[config.mk]
export PLATFORM = sky130hd
export DESIGN_NAME = fifo_trig_status
export DESIGN_NICKNAME = d
export VERILOG_FILES = /design/src/rtl/fts_pkg.sv /design/src/rtl/fts_level_reg.sv /design/src/rtl/fts_level_sel.sv /design/src/rtl/fts_threshold.sv /design/src/rtl/fifo_trig_status.sv
export SDC_FILE = /design/constraint.sdc
export NUM_CORES = 1
export LEC_CHECK = 0
export ABC_AREA = 0
export BUFFER_PORTS_ARGS = -buffer_cell sky130_fd_sc_hd__buf_4
export CAP_MARGIN = 25
export CORE_MARGIN = 2
export CORE_UTILIZATION = 35
export CTS_CLUSTER_SIZE = 12
export DETAILED_ROUTE_END_ITERATION = 8
export GPL_TIMING_DRIVEN = 0
export PLACE_DENSITY = 0.82
export SLEW_MARGIN = 20
export SYNTH_ARGS = -nofsm -noshare
export SYNTH_HDL_FRONTEND = slang
export SYNTH_SLANG_ARGS = --single-unit
[constraint.sdc]
create_clock -name clk -period 3.04 [get_ports clk]
set_clock_uncertainty 0.1 [all_clocks]
set_input_delay 0.76 -clock clk [delete_from_list [all_inputs] [get_ports clk]]
set_output_delay 0.76 -clock clk [all_outputs]
set_load 0.1 [all_outputs]
[src/rtl/fts_pkg.sv]
package fts_pkg;
   localparam int CODE_W = 4;
   localparam int LVL_W  = 8;
   localparam int SEL_W  = 2;
   localparam int N_SEL  = 1 << SEL_W;

   typedef struct packed {
      logic [CODE_W-1:0] rx_code;
      logic [CODE_W-1:0] tx_code;
   } lvl_reg_t;

   typedef enum logic {
      DIR_TX = 1'b0,
      DIR_RX = 1'b1
   } fts_dir_e;
endpackage

[src/rtl/fts_level_reg.sv]
module fts_level_reg #(
   parameter int               ADDR_W   = 3,
   parameter logic [ADDR_W-1:0] LVL_ADDR = 3'b110
) (
   input  logic               clk,
   input  logic               rst_n,
   input  logic               we,
   input  logic [ADDR_W-1:0]  addr,
   input  logic [7:0]         wdata,
   input  logic               acc_en,
   output fts_pkg::lvl_reg_t  lvl_q
);
   logic wr_hit;

   assign wr_hit = we && (addr == LVL_ADDR) && acc_en;

   always_ff @(posedge clk or negedge rst_n) begin
      if (!rst_n) begin
         lvl_q <= '0;
      end else if (wr_hit) begin
         lvl_q <= fts_pkg::lvl_reg_t'(wdata);
      end
   end
endmodule

[src/rtl/fts_level_sel.sv]
module fts_level_sel #(
   parameter logic [fts_pkg::N_SEL*fts_pkg::LVL_W-1:0] FB_TABLE = {8'd56, 8'd32, 8'd16, 8'd8}
) (
   input  logic [fts_pkg::CODE_W-1:0] code,
   input  logic [fts_pkg::SEL_W-1:0]  fb_sel,
   output logic [fts_pkg::LVL_W-1:0]  level
);
   localparam int PAD_W = fts_pkg::LVL_W - fts_pkg::CODE_W - 2;

   logic [fts_pkg::LVL_W-1:0] code_lvl;
   logic [fts_pkg::LVL_W-1:0] fb_lvl;

   assign code_lvl = {{PAD_W{1'b0}}, code, 2'b00};
   assign fb_lvl   = FB_TABLE[fb_sel*fts_pkg::LVL_W +: fts_pkg::LVL_W];

   always_comb begin
      if (code != '0) level = code_lvl;
      else            level = fb_lvl;
   end
endmodule

[src/rtl/fts_threshold.sv]
module fts_threshold #(
   parameter int CNT_W = 7
) (
   input  logic [CNT_W-1:0]          count,
   input  logic [fts_pkg::LVL_W-1:0] level,
   input  logic                      force_hit,
   output logic                      hit
);
   localparam int CMP_W = (CNT_W > fts_pkg::LVL_W) ? CNT_W : fts_pkg::LVL_W;

   logic [CMP_W-1:0] cnt_x;
   logic [CMP_W-1:0] lvl_x;

   assign cnt_x = CMP_W'(count);
   assign lvl_x = CMP_W'(level);
   assign hit   = force_hit | (cnt_x >= lvl_x);
endmodule

[src/rtl/fifo_trig_status.sv]
module fifo_trig_status #(
   parameter int                DEPTH       = 64,
   parameter int                ADDR_W      = 3,
   parameter logic [ADDR_W-1:0] LVL_ADDR    = 3'b110,
   parameter logic [ADDR_W-1:0] STAT_ADDR   = 3'b111,
   parameter logic [31:0]       TX_FALLBACK = {8'd56, 8'd32, 8'd16, 8'd8},
   parameter logic [31:0]       RX_FALLBACK = {8'd60, 8'd56, 8'd16, 8'd8},
   localparam int               CNT_W       = $clog2(DEPTH + 1)
) (
   input  logic              clk,
   input  logic              rst_n,
   input  logic [ADDR_W-1:0] reg_addr,
   input  logic              reg_we,
   input  logic [7:0]        reg_wdata,
   input  logic [7:0]        ext_rdata,
   output logic [7:0]        reg_rdata,
   input  logic              enh_func_en,
   input  logic              ext_access_en,
   input  logic              rdy_stat_en,
   input  logic              loopback,
   input  logic [CNT_W-1:0]  tx_free,
   input  logic [CNT_W-1:0]  rx_used,
   input  logic              rx_timeout,
   input  logic [1:0]        tx_fb_sel,
   input  logic [1:0]        rx_fb_sel,
   output logic              tx_trig,
   output logic              rx_trig
);
   import fts_pkg::*;

   localparam int N_DIR    = 2;
   localparam int MAX_CODE = 4 * ((1 << CODE_W) - 1);

   // elaboration checks on the parameter set
   if (DEPTH < MAX_CODE) begin : g_chk_depth
      $error("fifo_trig_status: DEPTH must cover the largest coded level");
   end
   if (LVL_ADDR == STAT_ADDR) begin : g_chk_addr
      $error("fifo_trig_status: level and status addresses must differ");
   end
   for (genvar e = 0; e < N_SEL; e++) begin : g_chk_fb
      if (TX_FALLBACK[e*LVL_W +: LVL_W] == 0 || int'(TX_FALLBACK[e*LVL_W +: LVL_W]) > DEPTH) begin : g_tx_bad
         $error("fifo_trig_status: transmit fallback entry out of range");
      end
      if (RX_FALLBACK[e*LVL_W +: LVL_W] == 0 || int'(RX_FALLBACK[e*LVL_W +: LVL_W]) > DEPTH) begin : g_rx_bad
         $error("fifo_trig_status: receive fallback entry out of range");
      end
   end

   lvl_reg_t         lvl_q;
   logic             acc_en;
   logic [LVL_W-1:0] dir_lvl [N_DIR];
   logic [CNT_W-1:0] dir_cnt [N_DIR];
   logic             dir_hit [N_DIR];
   logic [LVL_W-1:0] tx_lvl;
   logic [LVL_W-1:0] rx_lvl;
   logic [7:0]       stat_byte;
   logic             stat_rd;
   logic             lvl_rd;

   assign acc_en = enh_func_en & ext_access_en;

   fts_level_reg #(
      .ADDR_W   (ADDR_W),
      .LVL_ADDR (LVL_ADDR)
   ) u_lvl_reg (
      .clk    (clk),
      .rst_n  (rst_n),
      .we     (reg_we),
      .addr   (reg_addr),
      .wdata  (reg_wdata),
      .acc_en (acc_en),
      .lvl_q  (lvl_q)
   );

   for (genvar d = 0; d < N_DIR; d++) begin : g_dir
      if (d == int'(DIR_TX)) begin : g_tx
         assign dir_cnt[d] = tx_free;
         fts_level_sel #(.FB_TABLE(TX_FALLBACK)) u_sel (
            .code   (lvl_q.tx_code),
            .fb_sel (tx_fb_sel),
            .level  (dir_lvl[d])
         );
         fts_threshold #(.CNT_W(CNT_W)) u_thr (
            .count     (dir_cnt[d]),
            .level     (dir_lvl[d]),
            .force_hit (1'b0),
            .hit       (dir_hit[d])
         );
      end else begin : g_rx
         assign dir_cnt[d] = rx_used;
         fts_level_sel #(.FB_TABLE(RX_FALLBACK)) u_sel (
            .code   (lvl_q.rx_code),
            .fb_sel (rx_fb_sel),
            .level  (dir_lvl[d])
         );
         fts_threshold #(.CNT_W(CNT_W)) u_thr (
            .count     (dir_cnt[d]),
            .level     (dir_lvl[d]),
            .force_hit (rx_timeout),
            .hit       (dir_hit[d])
         );
      end
   end

   assign tx_lvl  = dir_lvl[int'(DIR_TX)];
   assign rx_lvl  = dir_lvl[int'(DIR_RX)];
   assign tx_trig = dir_hit[int'(DIR_TX)];
   assign rx_trig = dir_hit[int'(DIR_RX)];

   assign stat_byte = {3'b000, rx_trig, 3'b000, tx_trig};
   assign stat_rd   = (reg_addr == STAT_ADDR) && rdy_stat_en && !loopback;
   assign lvl_rd    = (reg_addr == LVL_ADDR) && acc_en;

   always_comb begin
      if (stat_rd)     reg_rdata = stat_byte;
      else if (lvl_rd) reg_rdata = lvl_q;
      else             reg_rdata = ext_rdata;
   end
endmodule

==> metrics.md, run 1 <==
| Metric | Value |
|---|---|
| Post-Syn Nets | approximately 130 |
| First-pass GRT wire length | between 3000 and 4000 um |
| YS warnings | 0 |
| Slew Limit Headroom | 0.466 |
| Crit. Startpoint | rx_fb_sel[1] |
| Count of input and output buffers | 50 |
| Largest family of logic cells by synthesized area | multiplexers |
| Required time worst endpoint | between 2 and 2.5 ns |
| CP Capture Type | output port |
| RSZ-0062 raised after global routing | true |
| Chip Width | 49.9 um |
| # setup viols final | 2 |
| Initial Util | 0.372 |
| Min-delay worst type | in2async |
| Cell Chain, Critical Path | buf_6, nor3b_4, a31oi_2, ha_1, o21ai_1, a21oi_1, or4_4, mux2_4, buf_12 |
| Worst Tran Pin Value | between 0.7 and 0.8 ns |
| Final std cell area, no fill | around 1300 um^2 |
| Arrival time worst endpoint | between 2 and 3 ns |
| Die H | between 40 and 50 um |
| Seq/Total Area, Yosys | 0.272 |
| Fin crit share | 1.11 |
| Maximum clock frequency | approximately 0.30 GHz |
| Failing checks | negative setup slack |
| Ant. Diodes | 0 |
| Initial DRC count | 0 |
| Clock-pin slew on the worst setup and hold paths | 0.05 ns |
| Layout Nets | ~190 |
| Total CTS buffers | 3 |
| Cells after synthesis | between 70 and 80 |
| Gr usage total | 0.169 |
| CTS tree | yes |
| Top post-synthesis cells by area | dfrtp_1 (27%), mux2_2 (17%), ha_1 (14%) |
| GPL Wtd Cong | about 0.74 |
| Max FFs per register | 8 |
| CORE AREA | 1980 um^2 |
| Placed Area | 1180 um^2 |
| Worst R2R Start | u_lvl_reg.lvl_q[4] |
| Seq pwr share | 0.300 |
| Detail Route Antenna Nets | 0 |
| Largest registers | u_lvl_reg.lvl_q: 8 flops |
| Register area | 201 um^2 |
| Vias | 778 |
| Crit path largest cell delay | 0.42 ns |
| Peak VDD IR | between 0.2 and 0.25 mV |
| Average wire per standard cell | ~13 um |
| Top reg by flops | u_lvl_reg.lvl_q |
| Asr flop ratio synth | 1.00 |
| Post-route DRC | 0 |
| Leading area contributor after synthesis | dfrtp_1 |
| Area occupied by multi-input gates | a little under 600 um^2 |
| Kind of critical path | in2out |
| CTS Root Cell | clkbuf_4 |
| Mean Syn Cell Area | just under 10 um^2 |
| Main synth FF type | dfrtp_1 |
| Number of global-route vias before repair | around 760 |
| Min Tclk post-route | between 3 and 4 ns |
| Max-Cap Viols | 0 |
| Number of flops mapped to enable cells by yosys | 0 |
| Fillers | about 150 |
| Post-Synth XOR/XNOR Area | 0.0119 |
| Layout cells sized above 1 | 0.672 |
| Setup ws final | -0.336 ns |
| Synth top area share | 0.272 |
| Post-synthesis compound-gate area fraction | 0.0815 |
| Via/cell ratio | 4.92 |
| Leak | between 0.6 and 0.7 nW |
| Sw power | around 0.24 mW |
| Clock Tree Buf Depth | 2 |
| Skew-Pair Late Insertion Delay | roughly 0.25 ns |
| Synthesis-stage register bit count | 8 |
| Die area | 2490 um^2 |
| Hpwl dp | 1610 um |
| Startpoint Class | primary input |
| Switching Share | 0.435 |
| Post-place setup slack | -0.482 ns |
| Hold_ws | between 0.2 and 0.25 ns |
| Pwr/cell area | roughly 420 nW/um^2 |
| GRT Residual Overflow | 0 |
| Hold violation count in the final report | 0 |
| Area Overhead vs Synth | 78.1% |
| Num rows | 16 |
| H-tree depth | 1 |
| Post-Synth Adder-Cell Area | 0.136 |
| Outcome | complete, but fails checks |
| Clk pwr share | 0.139 |
| Mux cell area share after synthesis | 0.270 |
| Setup TNS | -0.626 ns |
| Cell area after synthesis | 737 um^2 |
| CP max stage cell | or4_4 |
| Detailed Routing Iterations Pass 1 | 1 |
| Internal power | between 0.3 and 0.4 mW |
| Largest net degree at the start of global routing | 10 |
| IO Pins | 55 |
| Initial antenna violation count | 0 |
| Count of different cell masters after synthesis | 24 |
| Total Wirelength | 2000 um |
| Slew Limit Fails | 0 |
| CTS Sinks | 8 |
| Comb pwr share | 0.561 |
| Final Power | ~0.55 mW |
| CP max FO | 3 |
| Simple logic cell fraction of the synthesized area | 0.199 |
[timing repair]
| item | CTS | global route |
|---|---|---|
| hold endpoints to repair | 0 | 0 |
| setup buffers | 2 | 1 |
| gates cloned | 0 | 0 |
| hold buffers | 0 | 0 |
| resized for setup | 17 | 6 |
| pin swaps | 3 | 5 |
| endpoints found under the setup margin | 3 | 3 |
[worst max-delay path, delay by kind of cell]
kind,cells,cell delay [ns]
buf+inv,2,0.24
fa+ha+maj,1,0.28
mux,1,0.29
simple gates,2,0.62
compound gates,3,0.33
[synthesized netlist by cell type, types with 2 or more instances]
master	instances
nor4_1	2
dfrtp_1	8
ha_1	8
nor3_2	2
o21ai_1	2
o21ai_0	2
mux2_2	11
nor2_1	12
a31oi_1	2
nand2_1	2
inv_1	3
mux2i_1	6
a21oi_1	4
nor3_1	2
[per-stage QoR]
stage           util  cells
2_1_floorplan      -     76
3_3_place_gp   0.597    153
3_5_place_dp   0.597    153
4_1_cts        0.651    158
5_1_grt        0.662    158
6_report       0.662    158
[kinds of logic (layout without fill, tap and decap cells)]
family | count (synthesis) | count (layout)
AND/OR/NAND/NOR | 26 | 26
flip-flops | 8 | 8
AO/OA/AOI/OAI | 11 | 11
XOR/XNOR | 1 | 1
multiplexers | 18 | 18
buffers and inverters | 4 | 59
adder cells (fa/ha/maj) | 8 | 8
[power by group through the flow]
stage / Combinational (mW) / Clock, mW / Sequential [mW]
finish: 0.311 / 0.0771 / 0.166
global route: 0.334 / 0.0908 / 0.169
CTS: 0.307 / 0.0818 / 0.160
global placement: 0.272 / 0 / 0.158
detailed placement: 0.282 / 0 / 0.159
floorplan: 0.202 / 0 / 0.150
[layer usage]
layer	track usage	wire length, um	vias to the layer above
li1	-	-	389
met1	0.207	813	359
met2	0.298	1050	28
met3	0.0273	125	2
met4	0.0556	8	0
met5	0	0	-
[worst paths after layout]
| path | endpoint | slack (ns) | depth (start not counted) |
|---|---|---|---|
| max in group asynchronous | u_lvl_reg.lvl_q[3] | 2.48 | 1 |
| min reg2reg | u_lvl_reg.lvl_q[3] | 0.52 | 1 |
| min | u_lvl_reg.lvl_q[1] | 0.22 | 1 |
| min in group clk | u_lvl_reg.lvl_q[3] | 0.52 | 1 |
| max reg2reg | u_lvl_reg.lvl_q[4] | 2.09 | 1 |
| max | reg_rdata[4] | -0.34 | 9 |
[cell usage in the layout, fill, tap and decap left out, types with 3 or more instances in the layout]
cell and n:
dfrtp_1 7, buf_12 3, o21ai_1 4, ha_1 7, inv_1 3, buf_4 46, nor2_1 5, nor2_2 7
clkbuf_4 3, mux2i_1 6, buf_6 3, mux2_2 10, a21oi_1 4
[layout make-up]
cell class | instances | share of cell area
flip-flops and latches | 8 | 0.153
multi-input cells | 64 | 0.449
plain buffers | 1 | 0.00858
inverters | 3 | 0.00858
clock buffers | 3 | 0.0172
well taps | 27 | 0.0257
repair buffers | 52 | 0.337
Power figures use the tool's default switching activity.
==> run 2, diff against run 1 <==
- CORE_MARGIN: 2 -> unset
==> run 2 against run 1 <==
The flow still finishes with violations (negative setup slack). Setup slack better by 0.015 ns. Via count up 2.4%. Clock power down 0.8%. First-iteration DRC count up 13. Critical path type unchanged. Critical endpoint unchanged. Largest cell class unchanged.
==> metrics.md, run 2 (synthesis results as in run 1) <==
| Metric | Value |
|---|---|
| Outcome | complete, but fails checks |
| Failing checks | negative setup slack |
| Via/cell ratio | 5.01 |
| Die area | about 2300 um^2 |
| CTS tree | yes |
| Clock-pin slew on the worst setup and hold paths | 0.05 ns |
| FF-to-FF setup slack | approximately 2.1 ns |
| CP Capture Type | output port |
| Total Wirelength | 2090 um |
| Total CTS buffers | 3 |
| Pwr/cell area | between 400 and 500 nW/um^2 |
| Slew Limit Fails | 0 |
| CTS Root Cell | clkbuf_4 |
| # setup viols final | 2 |
| Detail Route Antenna Nets | 0 |
| Layout cells sized above 1 | 0.659 |
| Top reg by flops | u_lvl_reg.lvl_q |
| Final core utilization | 0.670 |
| Most common library cell in the layout ignoring fill and taps | buf_4 |
| CTS Sinks | 8 |
| Setup TNS | -0.594 ns |
| Peak VDD IR | about 0.25 mV |
| Required time worst endpoint | around 2.2 ns |
| Max FFs per register | 8 |
| Count of input and output buffers | 50 |
| H-tree depth | 1 |
| Clock Tree Buf Depth | 2 |
| Largest registers | u_lvl_reg.lvl_q: 8 flops |
| RSZ-0062 raised after global routing | true |
| Gr usage total | 0.175 |
| First-pass GRT wire length | 2790 um |
| Cell family with most CP delay | simple AND/OR/NAND/NOR gates |
| Min Tclk post-route | between 3 and 4 ns |
| GRT Residual Overflow | 0 |
| Chip Width | between 40 and 50 um |
| Vias | around 800 |
| CP max FO | 3 |
| Hold_ws | 0.220 ns |
| Largest net degree at the start of global routing | 10 |
| Cell Chain, Critical Path | buf_6, nor3b_4, a31oi_1, ha_1, o21ai_1, a21oi_1, or4_4, mux2_4, buf_12 |
| CORE AREA | between 1500 and 2000 um^2 |
| Initial antenna violation count | 0 |
| Detailed Routing Iterations Pass 1 | 4 |
| Hpwl dp | 1700 um |
| Fin crit share | 1.11 |
| Kind of critical path | in2out |
| Number of global-route vias before repair | about 700 |
| Die H | 47.9 um |
| Post-place setup slack | -0.443 ns |
| Crit. Startpoint | rx_fb_sel[1] |
| Startpoint Class | primary input |
| IO Pins | 55 |
| Initial DRC count | 13 |
| Min-delay worst type | in2async |
| Maximum clock frequency | 0.298 GHz |
| Crit path largest cell delay | 0.42 ns |
| Worst Tran Pin Value | 0.797 ns |
| Num rows | 16 |
| Ant. Diodes | 0 |
| Skew-Pair Late Insertion Delay | between 0.2 and 0.25 ns |
| CTS Hold Bufs | 0 |
| Most frequent cells in the layout | buf_4 (48), mux2_2 (10), dfrtp_1 (8) |
| Buf/Inv on CP | 2 |
| Hold violation count in the final report | 0 |
| GPL Wtd Cong | 0.681 |
| Slew Limit Headroom | 0.466 |
| Initial Util | 0.376 |
| Post-route DRC | 0 |
| Max-Cap Viols | 0 |
| Setup ws final | -0.321 ns |
| Area Overhead vs Synth | 78.4% |
| Worst R2R Start | u_lvl_reg.lvl_q[3] |
| Arrival time worst endpoint | between 2 and 3 ns |
| CP max stage cell | or4_4 |
| Layout Nets | about 190 |
| Leak | ~0.63 nW |
| Average wire per standard cell | about 13 um |
==> run 2: layout make-up <==
| cell class | count | area [um^2] |
|---|---|---|
| fill | 154 | 647 |
| multi-input combinational | 64 | 593 |
| sequential | 8 | 200 |
| clock buffer | 3 | 22.5 |
| timing repair buffer | 53 | 443 |
| inverter | 3 | 11.3 |
| buffer | 1 | 11.3 |
| tap | 27 | 33.8 |
==> run 2: per-layer routing <==
layer  vias up  wire length (um)  GRT usage
li1        393                 -          -
met1       362               785      0.198
met2        38              1110      0.324
met3         4               181     0.0302
met4         0                17     0.0611
met5         -                 0          0
==> run 2: what timing repair did <==
action / in CTS / in global routing
hold endpoints to repair: 0 / 0
endpoints found under the setup margin: 3 / 3
pin swaps: 2 / 2
buffers inserted: 2 / 2
resized for setup: 15 / 5
==> run 2: worst paths after layout <==
kind / cells past startpoint / to
setup / recovery: 9 / reg_rdata[4]
hold / removal: 1 / u_lvl_reg.lvl_q[4]
setup reg to reg: 1 / u_lvl_reg.lvl_q[3]
hold reg to reg: 1 / u_lvl_reg.lvl_q[2]
max in group asynchronous: 1 / u_lvl_reg.lvl_q[6]
min in group clk: 1 / u_lvl_reg.lvl_q[2]
==> run 2: power breakdown <==
| part | internal, mW | switching, mW |
|---|---|---|
| clock network | 0.0449 | 0.0316 |
| logic | 0.144 | 0.175 |
| registers | 0.127 | 0.0384 |
==> run 2: metrics by stage <==
| step | area [um^2] | instances | total power [mW] |
|---|---|---|---|
| 2_1_floorplan | 774 | 76 | 0.353 |
| 3_3_place_gp | 1180 | 153 | 0.430 |
| 3_5_place_dp | 1180 | 153 | 0.442 |
| 4_1_cts | 1290 | 158 | 0.546 |
| 5_1_grt | 1320 | 159 | 0.598 |
| 6_report | 1320 | 159 | 0.561 |
==> run 3, diff against run 2 <==
- CORE_UTILIZATION: 35 -> 41
- PLACE_DENSITY: 0.82 -> 0.84
- SYNTH_HIERARCHICAL: unset -> 1
==> run 3 against run 2 <==
The run still ends with negative setup slack left. Die area rose by 25%. Worst hold slack got worse by 0.0027 ns. Count of clock-buffer cells in the layout did not move. Register-to-register slack barely moved. Sequential power fell by 2%. Synthesized area rose by 47%. Via count rose by 48%. Power rose by 16%. Non-clock buffer count rose by 11. Highest routed layer unchanged.
==> metrics.md, run 3 <==
| Metric | Value |
|---|---|
| RSZ-0062 raised after global routing | true |
| Setup TNS | -0.395 ns |
| Placed cells | approximately 230 |
| Mean Syn Cell Area | 8.04 um^2 |
| Pwr/cell area | approximately 360 nW/um^2 |
| Synthesis-stage register bit count | 8 |
| Register-to-Register Path Depth | 1 |
| Ant. Diodes | 0 |
| Crit path largest cell delay | approximately 0.23 ns |
| Post-Synth Adder-Cell Area | 0.161 |
| Most common library cell in the layout ignoring fill and taps | buf_4 |
| Internal power | ~0.36 mW |
| Num rows | 18 |
| Simple logic cell fraction of the synthesized area | 0.180 |
| Detail Route Antenna Nets | 0 |
| Area Overhead vs Synth | 67.3% |
| Gr usage total | 0.221 |
| Switching Share | 0.439 |
| GPL Wtd Cong | around 0.81 |
| First-pass GRT wire length | approximately 4600 um |
| Max-Cap Viols | 0 |
| Via/cell ratio | 5.18 |
| Hold violation count in the final report | 0 |
| Clock Tree Buf Depth | 2 |
| CP max FO | 3 |
| CTS Sinks | 8 |
| Seq pwr share | 0.249 |
| Synth cell count leaders | inv_1 (22), ha_1 (14), a21oi_1 (10) |
| Slew Limit Fails | 0 |
| Chip Width | between 50 and 60 um |
| Leading area contributor after synthesis | dfrtp_1 |
| Largest registers | u_lvl_reg/lvl_q: 8 flops |
| Main synth FF type | dfrtp_1 |
| IO Pins | 55 |
| Count of input and output buffers | 54 |
| Asr flop ratio synth | 1.00 |
| Most frequent cell after synthesis | inv_1 |
| Failing checks | negative setup slack |
| Min Tclk post-route | approximately 3.3 ns |
| CP Capture Type | output port |
| CTS tree | yes |
| Cell Chain, Critical Path | buf_6, nor2b_4, o41ai_2, inv_1, ha_2, a21oi_4, o221ai_2, a21o_4, nor3_4, a31oi_4, buf_12 |
| Initial antenna violation count | 0 |
| Initial DRC count | 19 |
| Vias | 1,181 |
| Post-synthesis compound-gate area fraction | 0.221 |
| Count of different cell masters after synthesis | 31 |
| Non-filler cells, final | approximately 230 |
| Worst R2R Start | u_lvl_reg/lvl_q[7] |
| YS warnings | 6 |
| Hpwl dp | ~2500 um |
| Crit path depth | 11 |
| Startpoint Class | primary input |
| Maximum clock frequency | between 0.3 and 0.4 GHz |
| CP max stage cell | o41ai_2 |
| Largest family of logic cells by synthesized area | compound AO/OA/AOI/OAI gates |
| Seq/Total Area, Yosys | 0.184 |
| CTS Root Cell | clkbuf_4 |
| Post-route DRC | 0 |
| Min-delay worst type | in2async |
| Hold_ws | between 0.2 and 0.25 ns |
| H-tree depth | 1 |
| Fillers | around 180 |
| Die H | about 53 um |
| Layout cells sized above 1 | 0.540 |
| Kind of critical path | in2out |
| FF-to-FF setup slack | roughly 2.1 ns |
| CORE AREA | around 2500 um^2 |
| Outcome | complete, but fails checks |
| Fin crit share | 1.07 |
| Sw power | roughly 0.29 mW |
| Top post-synthesis cells by area | dfrtp_1 (18%), ha_1 (16%), mux2_2 (8.3%) |
| Crit. Startpoint | rx_fb_sel[0] |
| Clock-pin slew on the worst setup and hold paths | about 0.050 ns |
| Total Wirelength | just over 3000 um |
| Max FFs per register | 8 |
| Layout Nets | 259 |
| Synth top area share | 0.184 |
| Post-Synth XOR/XNOR Area | 0.00806 |
| # setup viols final | 3 |
| Cell family with most CP delay | compound AO/OA/AOI/OAI gates |
| Setup ws final | -0.222 ns |
| Comb pwr share | 0.631 |
| Skew-Pair Late Insertion Delay | ~0.25 ns |
| Number of flops mapped to enable cells by yosys | 0 |
| Cell area after synthesis | approximately 1100 um^2 |
| Mux cell area share after synthesis | 0.0829 |
| Largest net degree at the start of global routing | 11 |
| GRT Residual Overflow | 0 |
| Total CTS buffers | 3 |
| Cells after synthesis | roughly 140 |
| Leak | ~0.87 nW |
| Number of global-route vias before repair | roughly 1,200 |
| Clk pwr share | 0.120 |
| Required time worst endpoint | 2.18 ns |
| Detailed Routing Iterations Pass 1 | 4 |
| Initial Util | 0.434 |
| Arrival time worst endpoint | roughly 2.4 ns |
| Peak VDD IR | approximately 0.30 mV |
| Most frequent cells in the layout | buf_4 (56), inv_1 (21), conb_1 (9), ha_1 (9) |
| Average wire per standard cell | approximately 13 um |
| Buf/Inv on CP | 3 |
| Die area | between 2000 and 3000 um^2 |
| Top reg by flops | u_lvl_reg/lvl_q |
## run 3: changes by cell type in the layout (fill, tap and decap cells not counted), sizes merged, moves of 7 or more
cell   previous run  this run
a21oi             4        12
nand3             0         8
buf              54        64
conb              0         9
inv               3        22
nor2             12         5
## run 3: layout make-up
| type | instances | area [um^2] | share of cell area |
|---|---|---|---|
| Buffer | 11 | 82.6 | 0.0455 |
| Clock buffer | 3 | 22.5 | 0.0124 |
| Inverter | 22 | 82.6 | 0.0455 |
| Multi-Input combinational cell | 100 | 938 | 0.517 |
| Sequential cell | 8 | 200 | 0.110 |
| Tap cell | 30 | 37.5 | 0.0207 |
| Timing Repair Buffer | 54 | 453 | 0.249 |
## run 3: layer usage
metal	share of wire	up-vias	track usage
met5	0	-	0
met4	0.0098	0	0.0833
met3	0.046	4	0.0316
met2	0.57	33	0.440
met1	0.37	563	0.225
li1	-	581	-
## run 3: cell families (layout without fill, tap and decap cells)
kind of cell / after synthesis / after routing
AOI/OAI and AO/OA: 35 / 35
xor gates and xnor gates: 1 / 1
adders and majority gates: 14 / 14
buffers and inverters: 33 / 90
DFF: 8 / 8
muxes: 8 / 8
other: 3 / 9
and+or+nand+nor: 33 / 33
## run 3: final timing paths
path,end
setup / recovery,reg_rdata[4]
hold / removal,u_lvl_reg/lvl_q[0]
setup reg to reg,u_lvl_reg/lvl_q[7]
hold reg to reg,u_lvl_reg/lvl_q[3]
max in group asynchronous,u_lvl_reg/lvl_q[4]
min in group clk,u_lvl_reg/lvl_q[3]
## run 3: what timing repair did
| item | in CTS | in global routing |
|---|---|---|
| pin swaps | 10 | 11 |
| buffers inserted | 0 | 0 |
| endpoints found under the setup margin | 4 | 4 |
| resized for setup | 18 | 16 |
| hold buffers | 0 | 0 |
## run 3: power groups by stage
| stage | clock network, mW | registers, mW | logic (mW) |
|---|---|---|---|
| 2_1_floorplan | 0 | 0.149 | 0.260 |
| 3_3_place_gp | 0 | 0.156 | 0.335 |
| 3_5_place_dp | 0 | 0.158 | 0.352 |
| 4_1_cts | 0.0848 | 0.160 | 0.381 |
| 5_1_grt | 0.0903 | 0.165 | 0.442 |
| 6_report | 0.0781 | 0.162 | 0.410 |
## run 3: through the flow
step                total power [mW]  utilization  cell area (um^2)  setup slack [ns]
floorplan                      0.408            -              1180            -0.433
global placement               0.491        0.649              1620            -0.345
detailed placement             0.510        0.649              1620            -0.432
CTS                            0.625        0.696              1740            -0.263
global route                   0.697        0.727              1820            -0.281
finish                         0.650        0.727              1820            -0.222
